`src/rtl/spc_pkg.sv`:
```
`timescale 1ns/1ps
package spc_pkg;
  typedef enum logic [1:0] {
    MODE_RUN = 2'd0,
    MODE_SEC = 2'd1,
    MODE_MIN = 2'd2,
    MODE_HR  = 2'd3
  } spc_mode_e;

  localparam int unsigned NUM_TGT = 3;
endpackage

```
`src/rtl/spc_prescaler.sv`:
```
`timescale 1ns/1ps
module spc_prescaler #(
  parameter int unsigned DIV_RATIO = 10
) (
  input  logic clk_i,
  input  logic rst_ni,
  input  logic tick_i,
  output logic run_stb_o
);
  localparam int unsigned CW = (DIV_RATIO > 1) ? $clog2(DIV_RATIO) : 1;
  localparam logic [CW-1:0] LAST = CW'(DIV_RATIO - 1);

  logic [CW-1:0] cnt_q;

  always_ff @(posedge clk_i or negedge rst_ni) begin
    if (!rst_ni) cnt_q <= '0;
    else if (tick_i) cnt_q <= (cnt_q == LAST) ? '0 : cnt_q + 1'b1;
  end

  assign run_stb_o = tick_i && (cnt_q == LAST);

  p_pre_range_r2: assert property (@(posedge clk_i) disable iff (!rst_ni)
    cnt_q <= LAST);
  p_pre_hold_r8: assert property (@(posedge clk_i) disable iff (!rst_ni)
    !tick_i |=> $stable(cnt_q));
endmodule

```
`src/rtl/spc_hold_timer.sv`:
```
`timescale 1ns/1ps
module spc_hold_timer #(
  parameter int unsigned HOLD_TICKS = 5
) (
  input  logic clk_i,
  input  logic rst_ni,
  input  logic tick_i,
  input  logic key_i,
  input  logic arm_i,   // setting mode, no mode change this cycle
  output logic step_o
);
  localparam int unsigned HW = $clog2(HOLD_TICKS + 1);
  localparam logic [HW-1:0] SAT = HW'(HOLD_TICKS);

  logic [HW-1:0] hold_q;
  logic          key_q;
  logic          key_rise, repeat_stb;

  always_ff @(posedge clk_i or negedge rst_ni) begin
    if (!rst_ni) key_q <= 1'b0;
    else         key_q <= key_i;
  end

  always_ff @(posedge clk_i or negedge rst_ni) begin
    if (!rst_ni)                    hold_q <= '0;
    else if (!arm_i || !key_i)      hold_q <= '0;
    else if (tick_i && hold_q != SAT) hold_q <= hold_q + 1'b1;
  end

  assign key_rise   = key_i && !key_q;
  assign repeat_stb = tick_i && (hold_q == SAT);
  assign step_o     = arm_i && key_i && (key_rise || repeat_stb);

  p_hold_sat_r6: assert property (@(posedge clk_i) disable iff (!rst_ni)
    hold_q <= SAT);
  p_hold_clr_r7: assert property (@(posedge clk_i) disable iff (!rst_ni)
    !key_i |=> (hold_q == '0));
  p_no_step_idle_r7: assert property (@(posedge clk_i) disable iff (!rst_ni)
    !key_i |-> !step_o);
endmodule

```
`src/rtl/spc_mode_seq.sv`:
```
`timescale 1ns/1ps
module spc_mode_seq
  import spc_pkg::*;
(
  input  logic               clk_i,
  input  logic               rst_ni,
  input  logic               func_key_i,
  output spc_mode_e          mode_o,
  output logic               func_rise_o,
  output logic [NUM_TGT-1:0] tgt_en_o
);
  spc_mode_e mode_q, mode_d;
  logic      func_q;

  assign func_rise_o = func_key_i && !func_q;

  always_comb begin
    mode_d = mode_q;
    if (func_rise_o) begin
      unique case (mode_q)
        MODE_RUN: mode_d = MODE_SEC;
        MODE_SEC: mode_d = MODE_MIN;
        MODE_MIN: mode_d = MODE_HR;
        default:  mode_d = MODE_RUN;
      endcase
    end
  end

  always_ff @(posedge clk_i or negedge rst_ni) begin
    if (!rst_ni) begin
      mode_q <= MODE_RUN;
      func_q <= 1'b0;
    end else begin
      mode_q <= mode_d;
      func_q <= func_key_i;
    end
  end

  // target 0 = seconds (also run), 1 = minutes, 2 = hours
  for (genvar g = 0; g < NUM_TGT; g++) begin : g_en
    if (g == 0) begin : g_sec
      assign tgt_en_o[g] = (mode_q == MODE_RUN) || (mode_q == MODE_SEC);
    end else begin : g_oth
      assign tgt_en_o[g] = (mode_q == spc_mode_e'(g + 1));
    end
  end

  assign mode_o = mode_q;

  p_advance_r3: assert property (@(posedge clk_i) disable iff (!rst_ni)
    (func_key_i && !func_q) |=> (mode_q != $past(mode_q)));
  p_held_key_r3: assert property (@(posedge clk_i) disable iff (!rst_ni)
    !(func_key_i && !func_q) |=> $stable(mode_q));
endmodule

```
`src/rtl/set_pulse_cond.sv`:
```
`timescale 1ns/1ps
module set_pulse_cond
  import spc_pkg::*;
#(
  parameter int unsigned DIV_RATIO  = 10,
  parameter int unsigned HOLD_TICKS = 5
) (
  input  logic clk_i,
  input  logic rst_ni,
  input  logic tick_i,
  input  logic func_key_i,
  input  logic adj_key_i,
  input  logic gate_en_i,
  output logic sec_en_o,
  output logic min_en_o,
  output logic hr_en_o,
  output logic cnt_pulse_o
);
  spc_mode_e          mode;
  logic               func_rise, run_stb, adj_step, arm, pulse_d, pulse_q;
  logic [NUM_TGT-1:0] tgt_en;

  spc_prescaler #(.DIV_RATIO(DIV_RATIO)) u_pre (
    .clk_i, .rst_ni, .tick_i, .run_stb_o(run_stb)
  );

  spc_mode_seq u_seq (
    .clk_i, .rst_ni, .func_key_i,
    .mode_o(mode), .func_rise_o(func_rise), .tgt_en_o(tgt_en)
  );

  assign arm = (mode != MODE_RUN) && !func_rise;

  spc_hold_timer #(.HOLD_TICKS(HOLD_TICKS)) u_hold (
    .clk_i, .rst_ni, .tick_i, .key_i(adj_key_i), .arm_i(arm), .step_o(adj_step)
  );

  assign pulse_d = gate_en_i && ((mode == MODE_RUN) ? run_stb : adj_step);

  always_ff @(posedge clk_i or negedge rst_ni) begin
    if (!rst_ni) pulse_q <= 1'b0;
    else         pulse_q <= pulse_d;
  end

  assign sec_en_o    = tgt_en[0];
  assign min_en_o    = tgt_en[1];
  assign hr_en_o     = tgt_en[2];
  assign cnt_pulse_o = pulse_q;

  p_onehot_r4: assert property (@(posedge clk_i) disable iff (!rst_ni)
    $countones({sec_en_o, min_en_o, hr_en_o}) == 1);
  p_gate_r9: assert property (@(posedge clk_i) disable iff (!rst_ni)
    !gate_en_i |=> !cnt_pulse_o);
  p_run_tick_r2: assert property (@(posedge clk_i) disable iff (!rst_ni)
    (mode == MODE_RUN && !tick_i) |=> !cnt_pulse_o);
  p_release_r7: assert property (@(posedge clk_i) disable iff (!rst_ni)
    (mode != MODE_RUN && !adj_key_i) |=> !cnt_pulse_o);
endmodule

```
`config.mk`:
```
export PLATFORM = sky130hd
export DESIGN_NAME = set_pulse_cond
export DESIGN_NICKNAME = d
export VERILOG_FILES = /design/src/rtl/spc_pkg.sv /design/src/rtl/spc_prescaler.sv /design/src/rtl/spc_hold_timer.sv /design/src/rtl/spc_mode_seq.sv /design/src/rtl/set_pulse_cond.sv
export SDC_FILE = /design/constraint.sdc
export NUM_CORES = 1
export LEC_CHECK = 0
export BUFFER_PORTS_ARGS = -buffer_cell sky130_fd_sc_hd__buf_2
export CORE_AREA = 2 2 39 41
export DETAILED_ROUTE_END_ITERATION = 10
export DIE_AREA = 0 0 41 43
export GPL_TIMING_DRIVEN = 1
export MAX_ROUTING_LAYER = met4
export PLACE_DENSITY = 0.72
export REMOVE_ABC_BUFFERS = 1
export SLEW_MARGIN = 0
export SYNTH_ARGS = -nofsm -noshare
export SYNTH_HDL_FRONTEND = slang
export SYNTH_HIERARCHICAL = 1
export SYNTH_SLANG_ARGS = --single-unit
```
`constraint.sdc`:
```
create_clock -name clk_i -period 3.5 [get_ports clk_i]
set_clock_uncertainty 0.15 [all_clocks]
set_input_delay 0.175 -clock clk_i [delete_from_list [all_inputs] [get_ports clk_i]]
set_output_delay 0.175 -clock clk_i [all_outputs]
set_load 0.01 [all_outputs]
```
==> metrics.md <==
| Metric | Value |
|---|---|
| Die span in y | 43 um |
| Flops & latches, synth | 12 |
| Row cnt | 14 |
| Total power | 499 uW |
| Number of synthesized flops with an enable pin | 0 |
| Final Hold Viols | 0 |
| Die area | about 1800 um^2 |
| Root Buffer | clkbuf_4 |
| Largest net degree at the start of global routing | 13 |
| Post-DRT Antenna Nets | 0 |
| WHS Path Cells | 3 |
| DR DRC count | 0 |
| Switching fraction of total power | between 30% and 40% |
| Gate power share | 38.5% |
| Die Width | ~41 um |
| RSZ-0062 raised after global routing | false |
| Reg clk slew, reported paths | 0.07 ns |
| Post-Synthesis Cells | 57 |
| Crit end category | output port |
| Hold buffers post-CTS | 3 |
| Post-route insts no fill | 88 |
| 1st-iter DRT viols | 5 |
| Total track usage | approximately 14% |
| Synth top area cells | dfrtp_1 47%, ha_1 12%, mux2i_1 6.2% |
| Share of cells above drive strength 1 | between 20% and 30% |
| Period utilization | roughly 49% |
| Global-route wire length before repair | 1660 um |
| Cell Area, Synth | between 600 and 700 um^2 |
| PostCTS Resize Cnt | 0 |
| Final instance area | about 760 um^2 |
| Crit Path Max Fanout | 4 |
| Setup ws final | roughly 1.8 ns |
| Avg Vias per Cell | roughly 5.1 |
| Syn avg cell area | about 11 um^2 |
| WL/cell | ~12 um |
| Int Power | 318 uW |
| First-pass iteration count of the detailed router | 3 |
| # diodes | 0 |
| Syn-to-layout area delta | 18.2% |
| Clock Path Buffers | 2 |
| Hold_ws | approximately 0.024 ns |
| Max Freq | about 580 MHz |
| Register area share after synthesis | 46.5% |
| H-tree depth | 1 |
| Final net count | 86 |
| Net load switching power | roughly 180 uW |
| Initial antenna violation count | 0 |
| Yosys warns | 6 |
| Final setup fails | 0 |
| Critical path required time | 3.17 ns |
| Hpwl dp | roughly 770 um |
| Worst slack, placed | slightly above 2 ns |
| GP Congestion | roughly 0.78 |
| I/O pin cnt | 10 |
| Synth cell types | 26 |
| Core ar. | between 1000 and 1500 um^2 |
| Port Buffer Count | 9 |
| Period minus WS final | approximately 1.7 ns |
| Worst Tran Pin Value | ~0.33 ns |
| Placed insts | 82 |
| Hold crit path type | input pin to register |
| Clk pwr share | around 16% |
| Max-cap violation count | 0 |
| Number of global-route vias before repair | 435 |
| Synth top area share | 46.5% |
| Critical path launch point type | register |
| Setup CP Type | register to output port |
| Reg2reg path depth | 6 |
| Largest area contributor in the netlist | dfrtp_1 |
| Top_reg_cell synth | dfrtp_1 |
| Arrival @ worst endpoint | approximately 1.4 ns |
| Total negative slack | 0 ns |
| FFs w/ async S/R, synth | between 90% and 100% |
| Leakage | 0.378 nW |
| CTS Sinks | 12 |
| Final Max Slew Viols | 0 |
| Seq pwr share | between 40% and 50% |
| Rel. slew slack | between 70% and 80% |
| Final wirelength | between 1000 and 1500 um |
| P per Cell Area | between 600 and 700 nW/um^2 |
| Fill count | between 100 and 150 |
| Outcome | finished, final reports clean |
| CTS tree | done |
| Top post-synthesis cells by count | 12 x dfrtp_1, 6 x ha_1, 4 x mux2i_1, 4 x nand2_1, 4 x nand3_1 |
| Peak supply drop | about 350 uV |
| Util after Layout | between 50% and 60% |
| Post-CTS Setup Inserts | 0 |
| Vias | roughly 450 |
| Num CTS Buffers | 3 |
| Gr ovfl total | 0 |
| Skew-Pair Late Insertion Delay | around 0.26 ns |
| Dpl cell area | about 700 um^2 |
| Initial Utilization | 46.7% |
| Most common cell in the synthesized netlist | dfrtp_1 |
==> critical path, cell delays in order, from the launching register on <==
cell and delay [ns]:
dfrtp_1 0.41, inv_1 0.10, ha_1 0.21, or2_2 0.28, buf_2 0.14
==> final timing paths <==
path	startpoint	endpoint	slack [ns]
worst max-delay path	u_seq/mode_o[0]$_DFFE_PN0P_	sec_en_o	1.78
worst min-delay path	gate_en_i	cnt_pulse_o$_DFF_PN0_	0.02
worst max register to register	u_seq/mode_o[1]$_DFFE_PN0P_	cnt_pulse_o$_DFF_PN0_	2.02
worst min register to register	u_pre/cnt_q[3]$_DFFE_PN0P_	u_pre/cnt_q[3]$_DFFE_PN0P_	0.38
max in group asynchronous	rst_ni	u_hold/hold_q[1]$_DFFE_PN0P_	2.82
min in group asynchronous	rst_ni	u_pre/cnt_q[3]$_DFFE_PN0P_	0.16
==> layout make-up <==
type	instances	area [um^2]	area share, %
Tap cell	16	20.0	2.62
Inverter	3	11.3	1.48
Timing Repair Buffer	12	75.1	9.84
Clock buffer	3	22.5	2.95
Sequential cell	12	300	39.3
Multi-Input combinational cell	42	334	43.8
==> cells by family after synthesis <==
kind of cell               after synthesis  share of synthesized area, %
DFF                                     12                          46.5
xor gates and xnor gates                 2                          2.71
muxes                                    5                          8.53
buffers and inverters                    3                          1.74
and+or+nand+nor                         23                          22.9
adders and majority gates                6                          11.6
AOI/OAI and AO/OA                        6                          6.01
==> cells in the final DEF, fill, tap and decap left out, types with 3 or more instances in the layout <==
cell / n
dlygate4sd3_1: 3
nand3_1: 4
clkbuf_4: 3
ha_1: 6
mux2i_1: 4
inv_1: 3
nand2_1: 4
buf_2: 9
dfrtp_1: 12
==> state kept, by name (all words and copies together), names as in the netlist <==
register	count
u_pre/cnt_q	4
cnt_pulse_o	1
u_hold/key_q	1
u_hold/hold_q	3
u_seq/mode_o	2
u_seq/func_q	1
==> routing by layer <==
| layer | up-vias | global-route usage [%] | share of wire, % |
|---|---|---|---|
| met2 | 8 | 22.5 | 48 |
| met3 | 2 | 7.85 | 5.2 |
| met5 | - | - | 0 |
| met4 | 0 | 2.00 | 1.1 |
| met1 | 206 | 15.9 | 46 |
| li1 | 230 | - | - |
==> power groups by stage <==
stage | sequential (mW) | combinational (mW) | clock (mW)
floorplan | 0.220 | 0.143 | 0
CTS | 0.228 | 0.195 | 0.0835
finish | 0.228 | 0.192 | 0.0786
global placement | 0.228 | 0.183 | 0
detailed placement | 0.231 | 0.190 | 0
global route | 0.234 | 0.216 | 0.0894
Power figures use the tool's default switching activity.
